File: src/rtl/flash_cmd_pkg.sv
package flash_cmd_pkg;

  localparam int HALF_W = 16;
  localparam int CMD_W  = 8;

  localparam logic [CMD_W-1:0] OP_ERASE_SETUP = 8'h20;
  localparam logic [CMD_W-1:0] OP_PROG_SETUP  = 8'h40;
  localparam logic [CMD_W-1:0] OP_CLEAR_ERR   = 8'h50;
  localparam logic [CMD_W-1:0] OP_LOCK_SETUP  = 8'h60;
  localparam logic [CMD_W-1:0] OP_SHOW_STATUS = 8'h70;
  localparam logic [CMD_W-1:0] OP_SHOW_MASK   = 8'h90;
  localparam logic [CMD_W-1:0] OP_SHOW_ARRAY  = 8'hFF;
  localparam logic [CMD_W-1:0] OP_CONFIRM     = 8'hD0;
  localparam logic [CMD_W-1:0] OP_LOCK_ON     = 8'h01;

  typedef enum logic [1:0] {RD_ARRAY, RD_STATUS, RD_MASK} rdMode_t;
  typedef enum logic [1:0] {PH_IDLE, PH_ERASE, PH_PROG, PH_LOCK} cmdPhase_t;

  typedef struct packed {
    logic doErase;
    logic doProg;
    logic doLockSet;
    logic doLockClr;
    logic setLockErr;
    logic setSeqErr;
    logic clrErr;
  } dpStrobe_t;

endpackage

File: src/rtl/flash_cmd_ctrl.sv
module flash_cmd_ctrl
  import flash_cmd_pkg::*;
#(
  parameter int BUSY_CYCLES = 6
) (
  input  logic             clk,
  input  logic             rstN,
  input  logic             wrEn,
  input  logic [CMD_W-1:0] cmdByte,
  input  logic             secValid,
  input  logic             secLocked,
  output dpStrobe_t        strb,
  output rdMode_t          rdMode,
  output logic             ready
);

  localparam int CNT_W = (BUSY_CYCLES < 2) ? 1 : $clog2(BUSY_CYCLES + 1);

  cmdPhase_t        phase, phaseNext;
  rdMode_t          modeNext;
  logic [CNT_W-1:0] busyCnt;
  logic             startBusy;
  logic             accept;

  assign ready  = (busyCnt == '0);
  assign accept = wrEn && ready;

  always_comb begin
    strb      = '0;
    phaseNext = phase;
    modeNext  = rdMode;
    startBusy = 1'b0;
    if (accept) begin
      if (phase == PH_IDLE) begin
        case (cmdByte)
          OP_ERASE_SETUP: phaseNext = PH_ERASE;
          OP_PROG_SETUP:  phaseNext = PH_PROG;
          OP_LOCK_SETUP:  phaseNext = PH_LOCK;
          OP_SHOW_STATUS: modeNext  = RD_STATUS;
          OP_SHOW_MASK:   modeNext  = RD_MASK;
          OP_SHOW_ARRAY:  modeNext  = RD_ARRAY;
          OP_CLEAR_ERR:   strb.clrErr = 1'b1;
          default: ;
        endcase
      end else begin
        phaseNext = PH_IDLE;
        modeNext  = RD_STATUS;
        case (phase)
          PH_ERASE: begin
            if (cmdByte != OP_CONFIRM) begin
              strb.setSeqErr = 1'b1;
            end else if (!secValid || secLocked) begin
              strb.setLockErr = 1'b1;
            end else begin
              strb.doErase = 1'b1;
              startBusy    = 1'b1;
            end
          end
          PH_PROG: begin
            if (!secValid || secLocked) begin
              strb.setLockErr = 1'b1;
            end else begin
              strb.doProg = 1'b1;
              startBusy   = 1'b1;
            end
          end
          PH_LOCK: begin
            if (secValid && cmdByte == OP_LOCK_ON) begin
              strb.doLockSet = 1'b1;
              startBusy      = 1'b1;
            end else if (secValid && cmdByte == OP_CONFIRM) begin
              strb.doLockClr = 1'b1;
              startBusy      = 1'b1;
            end
          end
          default: ;
        endcase
      end
    end
  end

  always_ff @(posedge clk or negedge rstN) begin
    if (!rstN) begin
      phase   <= PH_IDLE;
      rdMode  <= RD_ARRAY;
      busyCnt <= '0;
    end else begin
      phase  <= phaseNext;
      rdMode <= modeNext;
      if (startBusy) begin
        busyCnt <= CNT_W'(BUSY_CYCLES);
      end else if (!ready) begin
        busyCnt <= busyCnt - 1'b1;
      end
    end
  end

  // a write while busy leaves the sequence state and read mode alone
  a_r9_busy_write_dropped: assert property (@(posedge clk) disable iff (!rstN)
    (wrEn && !ready) |=> ($stable(phase) && $stable(rdMode)));

  // the busy window shrinks by exactly one each cycle
  a_r9_countdown: assert property (@(posedge clk) disable iff (!rstN)
    (!ready) |=> (busyCnt == $past(busyCnt) - 1'b1));

  // never more than one array or lock operation per cycle
  a_r9_single_op: assert property (@(posedge clk) disable iff (!rstN)
    $onehot0({strb.doErase, strb.doProg, strb.doLockSet, strb.doLockClr}));

  // finishing a two-write sequence lands in status read mode
  a_r7_status_after_second: assert property (@(posedge clk) disable iff (!rstN)
    (accept && phase != PH_IDLE) |=> (rdMode == RD_STATUS));

endmodule

File: src/rtl/flash_cmd_dp.sv
module flash_cmd_dp
  import flash_cmd_pkg::*;
#(
  parameter int SEC0_WORDS    = 8,
  parameter int SEC1_WORDS    = 4,
  parameter int BANK0_SECTORS = 8,
  parameter int BANK1_SECTORS = 4,
  parameter int ADDR_W        = 7
) (
  input  logic              clk,
  input  logic              rstN,
  input  logic              rdEn,
  input  logic [ADDR_W-1:0] addr,
  input  logic [HALF_W-1:0] wrData,
  input  dpStrobe_t         strb,
  input  rdMode_t           rdMode,
  input  logic              ready,
  output logic              secValid,
  output logic              secLocked,
  output logic [HALF_W-1:0] rdData
);

  localparam int NUM_SEC     = BANK0_SECTORS + BANK1_SECTORS;
  localparam int SEC_W       = $clog2(NUM_SEC);
  localparam int B0_WORDS    = BANK0_SECTORS * SEC0_WORDS;
  localparam int TOTAL_WORDS = B0_WORDS + BANK1_SECTORS * SEC1_WORDS;

  logic [HALF_W-1:0]  mem [TOTAL_WORDS];
  logic [NUM_SEC-1:0] lockMask;
  logic               errLock, errProg, errErase;
  logic [SEC_W-1:0]   secIdx;
  logic [HALF_W-1:0]  progVal;
  logic [7:0]         statusByte;
  logic [HALF_W-1:0]  rdNext;

  function automatic int wordSector(input int w);
    if (w < B0_WORDS) return w / SEC0_WORDS;
    return BANK0_SECTORS + (w - B0_WORDS) / SEC1_WORDS;
  endfunction

  always_comb begin
    secValid = 1'b1;
    secIdx   = '0;
    if (int'(addr) < B0_WORDS) begin
      secIdx = SEC_W'(int'(addr) / SEC0_WORDS);
    end else if (int'(addr) < TOTAL_WORDS) begin
      secIdx = SEC_W'(BANK0_SECTORS + (int'(addr) - B0_WORDS) / SEC1_WORDS);
    end else begin
      secValid = 1'b0;
    end
  end

  assign secLocked  = secValid && lockMask[secIdx];
  assign progVal    = mem[addr] & wrData;
  assign statusByte = {ready, 1'b0, errErase, errProg, 2'b00, errLock, 1'b0};

  always_comb begin
    case (rdMode)
      RD_STATUS: rdNext = {{(HALF_W-8){1'b0}}, statusByte};
      RD_MASK:   rdNext = HALF_W'(lockMask);
      default:   rdNext = secValid ? mem[addr] : '0;
    endcase
  end

  always_ff @(posedge clk or negedge rstN) begin
    if (!rstN) begin
      for (int w = 0; w < TOTAL_WORDS; w++) mem[w] <= '1;
      lockMask <= '0;
      errLock  <= 1'b0;
      errProg  <= 1'b0;
      errErase <= 1'b0;
      rdData   <= '0;
    end else begin
      if (strb.doErase) begin
        for (int w = 0; w < TOTAL_WORDS; w++) begin
          if (wordSector(w) == int'(secIdx)) mem[w] <= '1;
        end
      end
      if (strb.doProg) begin
        mem[addr] <= progVal;
        if (progVal != wrData) errProg <= 1'b1;
      end
      if (strb.doLockSet) lockMask[secIdx] <= 1'b1;
      if (strb.doLockClr) lockMask[secIdx] <= 1'b0;
      if (strb.setLockErr) errLock <= 1'b1;
      if (strb.setSeqErr) errErase <= 1'b1;
      if (strb.clrErr) begin
        errLock  <= 1'b0;
        errProg  <= 1'b0;
        errErase <= 1'b0;
      end
      if (rdEn) rdData <= rdNext;
    end
  end

  // the control never updates the array of a locked or unmapped sector
  a_r5_no_update_locked: assert property (@(posedge clk) disable iff (!rstN)
    (strb.doProg || strb.doErase) |-> (secValid && !lockMask[secIdx]));

  // programming can only clear bits
  a_r3_and_only: assert property (@(posedge clk) disable iff (!rstN)
    strb.doProg |=> (mem[$past(addr)] == ($past(mem[addr]) & $past(wrData))));

  // an erased sector holds all ones at the addressed word
  a_r2_erase_ones: assert property (@(posedge clk) disable iff (!rstN)
    strb.doErase |=> (mem[$past(addr)] == '1));

  // a status clear empties every error bit
  a_r8_clear_errors: assert property (@(posedge clk) disable iff (!rstN)
    strb.clrErr |=> !(errLock || errProg || errErase));

endmodule

File: src/rtl/flash_cmd_unit.sv
module flash_cmd_unit
  import flash_cmd_pkg::*;
#(
  parameter int SEC0_WORDS    = 8,
  parameter int SEC1_WORDS    = 4,
  parameter int BANK0_SECTORS = 8,
  parameter int BANK1_SECTORS = 4,
  parameter int BUSY_CYCLES   = 6,
  localparam int ADDR_W = $clog2(BANK0_SECTORS * SEC0_WORDS + BANK1_SECTORS * SEC1_WORDS)
) (
  input  logic              clk,
  input  logic              rstN,
  input  logic              wrEn,
  input  logic              rdEn,
  input  logic [ADDR_W-1:0] addr,
  input  logic [HALF_W-1:0] wrData,
  output logic [HALF_W-1:0] rdData
);

  dpStrobe_t strb;
  rdMode_t   rdMode;
  logic      ready;
  logic      secValid;
  logic      secLocked;

  flash_cmd_ctrl #(
    .BUSY_CYCLES(BUSY_CYCLES)
  ) u_ctrl (
    .clk      (clk),
    .rstN     (rstN),
    .wrEn     (wrEn),
    .cmdByte  (wrData[CMD_W-1:0]),
    .secValid (secValid),
    .secLocked(secLocked),
    .strb     (strb),
    .rdMode   (rdMode),
    .ready    (ready)
  );

  flash_cmd_dp #(
    .SEC0_WORDS   (SEC0_WORDS),
    .SEC1_WORDS   (SEC1_WORDS),
    .BANK0_SECTORS(BANK0_SECTORS),
    .BANK1_SECTORS(BANK1_SECTORS),
    .ADDR_W       (ADDR_W)
  ) u_dp (
    .clk      (clk),
    .rstN     (rstN),
    .rdEn     (rdEn),
    .addr     (addr),
    .wrData   (wrData),
    .strb     (strb),
    .rdMode   (rdMode),
    .ready    (ready),
    .secValid (secValid),
    .secLocked(secLocked),
    .rdData   (rdData)
  );

endmodule

File: config.mk
export PLATFORM = sky130hd
export DESIGN_NAME = flash_cmd_unit
export DESIGN_NICKNAME = d
export VERILOG_FILES = /design/src/rtl/flash_cmd_pkg.sv /design/src/rtl/flash_cmd_ctrl.sv /design/src/rtl/flash_cmd_dp.sv /design/src/rtl/flash_cmd_unit.sv
export SDC_FILE = /design/constraint.sdc
export NUM_CORES = 2
export LEC_CHECK = 0
export BUFFER_PORTS_ARGS = -buffer_cell sky130_fd_sc_hd__clkbuf_2
export CAP_MARGIN = 20
export CORE_ASPECT_RATIO = 1.4
export CORE_MARGIN = 3
export CORE_UTILIZATION = 30
export CTS_CLUSTER_SIZE = 25
export DETAILED_ROUTE_END_ITERATION = 7
export SLEW_MARGIN = 20
export SYNTH_ARGS = -nofsm -noshare
export SYNTH_HDL_FRONTEND = slang
export SYNTH_HIERARCHICAL = 1
export SYNTH_SLANG_ARGS = --single-unit
export TNS_END_PERCENT = 5
File: constraint.sdc
create_clock -name clk -period 3.49 [get_ports clk]
set_input_delay 0.8725 -clock clk [delete_from_list [all_inputs] [get_ports clk]]
set_output_delay 0.8725 -clock clk [all_outputs]
set_load 0.005 [all_outputs]
==> results by group <==
Synth
  – Synth area leaders: dfstp_2 54%, o21ai_0 14%, mux4_2 4.5%
  – Top cell type's share of synthesized area: 0.5381
  – Post-synth EDFFs: 0
  – Synth cell count leaders: 1,766 x o21ai_0, 1,280 x dfstp_2, 460 x a21oi_1, 433 x clkbuf_1, 268 x nor3_1
  – Synth warn: 6
  – Synth Instances: 6,001
  – Prevailing post-synth register cell: dfstp_2
  – Leading area contributor after synthesis: dfstp_2
  – Flops & latches, synth: 1,318
  – Most numerous cell in the Yosys netlist: o21ai_0
  – Mean post-synth cell area: 10.42 sq um
  – Post-synthesis sequential area ratio: 0.5533
  – Syn_nets: 6,038
  – Cell area after synthesis: 62,500 sq um
  – Synth async-reset ratio: 1.000
  – Library cells used by synthesis: 84

Clock tree
  – TritonCTS clock tree: done
  – Hold Buf Count CTS: 0
  – Clock-pin slew on the worst setup and hold paths: 0.06 ns
  – CTS buffer count: 119
  – Clock latency on the worst-skew pair: 0.76 ns
  – Root buf cell: clkbuf_16
  – CTS Sinks: 1,318
  – Clock buffer depth: 3
  – CTS H-tree depth: 3

Place
  – Placed cell area: 70,880 sq um
  – Post-DP HPWL: 150,400 microns
  – Final GP Congestion: 0.9453
  – I/O Buffers: 42
  – Dpl ws: -1.444 ns

STA
  – Final hold slack: 0.4502 ns
  – Fin crit share: 1.099
  – FMAX: 260.7 MHz
  – Count of pins over their slew limit: 0
  – Slew margin rel.: 0.3147
  – Fin crit period: 3.835 ns
  – Final hold violation count: 0
  – Worst slew pin tran: 1.025 ns
  – Setup violators final: 1,282
  – RSZ-0062 raised after global routing: yes
  – Worst Skew: 0.04003 ns
  – Setup WS post-layout: -0.3451 ns

Global route
  – Congestion Overflow GR: 0
  – All-Layer GR Usage: 0.2122
  – First-pass GRT wire length: 344,400 microns
  – Number of global-route vias before repair: 50,813
  – Initial antenna violation count: 5
  – Largest net degree at the start of global routing: 99

Floorplanning
  – Initial core utilization: 0.3026
  – Die height: 546.1 microns
  – Die ar.: 213,900 sq um
  – Chip width: 391.8 microns
  – Row count: 197
  – Core ar.: 206,600 sq um
  – I/O Pins: 43

Detailed routing
  – First-pass iteration count of the detailed router: 8
  – Initial DRC count: 6,205
  – Routed wire per std cell: 26.60 microns
  – DRC: 0
  – Vias: 52,448
  – Post-route ant nets: 0
  – DRT Wirelength: 238,900 microns
  – Average vias per placed instance: 5.841

Critical path
  – Crit path max fanout: 63
  – Critical path arrival: 4.48 ns
  – Setup CP Type: in -> reg
  – Crit path launch type: primary input
  – Setup crit end kind: flop
  – R2R Setup Slk: 0.41 ns
  – Worst endpoint required time: 4.13 ns

Status
  – Failing checks: setup timing
  – Status: complete, but fails checks

Layout
  – Fillers: 19,940
  – Design area: 76,850 sq um
  – Area Growth Syn to Fin: 22.95%
  – Fin nets: 6,223
  – Share of layout cells above drive strength 1: 0.4126

Pwr
  – Maximum VDD drop: 0.4313 mV
  – PwrDens: 425.0 nW/um^2
  – Total Power: 32.66 mW
  – LEAKAGE: 28.53 nW

Flow run
  – Max Cap Viol: 0

Hold path
  – Type of the tightest min-delay check: in -> reg
==> placed cells by master, fill, tap and decap left out, types with 182 or more instances in the layout <==
| cell type | synthesis | final |
|---|---|---|
| dfstp_2 | 1280 | 1280 |
| nand2_1 | 199 | 182 |
| nor2_1 | 218 | 194 |
| nor3_1 | 268 | 261 |
| mux2i_1 | 183 | 183 |
| buf_12 | 0 | 227 |
| o21ai_1 | 64 | 309 |
| o21ai_0 | 1766 | 1510 |
| a21oi_1 | 460 | 458 |
| buf_4 | 45 | 418 |
==> critical path, stage by stage <==
cell	delay, ns
buf_12	0.11
buf_4	0.26
buf_12	0.37
mux4_2	0.58
nand2_1	0.13
a21oi_1	0.10
buf_4	0.18
o41ai_2	0.63
o32ai_2	0.27
nand2_4	0.41
buf_12	0.25
o21ai_0	0.14
==> logic make-up (layout without fill, tap and decap cells) <==
kind of cell,count (synthesis),count (layout),share of synthesized area
AO/OA/AOI/OAI,2681,2681,0.2354
buffers and inverters,718,1004,0.05225
flip-flops,1318,1318,0.5533
other,0,3,0
AND/OR/NAND/NOR,871,874,0.06538
multiplexers,402,402,0.09147
adder cells (fa/ha/maj),10,10,0.002002
XOR/XNOR,1,1,0.0001402
==> layout make-up <==
type	count	area (sq um)	area share
well taps	2686	3361	0.04373
diodes	3	7.507	0.00009769
repair buffers	752	9246	0.1203
clock inverters	57	737.0	0.009590
multi-input cells	3968	25310	0.3294
flip-flops and latches	1318	34580	0.4500
inverters	27	102.6	0.001335
clock buffers	168	3497	0.04551
==> per-stage QoR <==
step / utilization / setup TNS [ns] / std cells
global placement: 0.3431 / -1390.18 / 8682
detailed placement: 0.3431 / -1390.46 / 8682
CTS: 0.3676 / -67.02 / 8938
global route: 0.3720 / -405.86 / 8977
finish: 0.3720 / -245.89 / 8979
floorplan: - / -1741.46 / 6001
==> metal layers <==
metal  vias to the layer above  GRT usage  wire, microns  part of all wire
met5                         -          0             28           0.00012
met1                     26621     0.2581          87910              0.37
met2                      2765     0.3414         112400              0.47
met3                       696    0.03270          18250             0.076
li1                      22362          -              -                 -
met4                         4     0.1527          20300             0.085
==> power breakdown <==
part	internal, mW	switching (mW)
Clock	8.11	6.16
Combinational	0.962	1.92
Sequential	15.5	0.0578
Total	24.5	8.13
==> registers in the layout, indices dropped and copies added (netlist names) <==
signal and cells:
u_ctrl/busyCnt 3, u_ctrl/rdMode 2, u_ctrl/phase 2, u_dp/mem 1280, u_dp/rdData 16, u_dp/errLock 1
u_dp/lockMask 12, u_dp/errErase 1, u_dp/errProg 1
==> timing repair <==
| item | CTS | global route |
|---|---|---|
| setup buffers | 19 | 15 |
| endpoints found under the setup margin | 1287 | 1283 |
| endpoints found under the hold margin | 0 | 0 |
| resized for setup | 144 | 246 |
| cloned | 12 | 27 |
| pin swaps | 10 | 10 |
==> final timing paths <==
path,cells after the start,from,to
worst min-delay path,2,rdEn,u_dp/rdData[7]
worst max-delay path,12,addr[1],u_dp/mem[1088]
max in group asynchronous,2,rstN,u_dp/mem[788]
worst min register to register,1,u_dp/rdData[5],u_dp/rdData[5]
min in group asynchronous,1,rstN,u_dp/mem[142]
worst max register to register,9,u_dp/mem[928],u_dp/mem[1088]
Power figures use the tool's default switching activity.
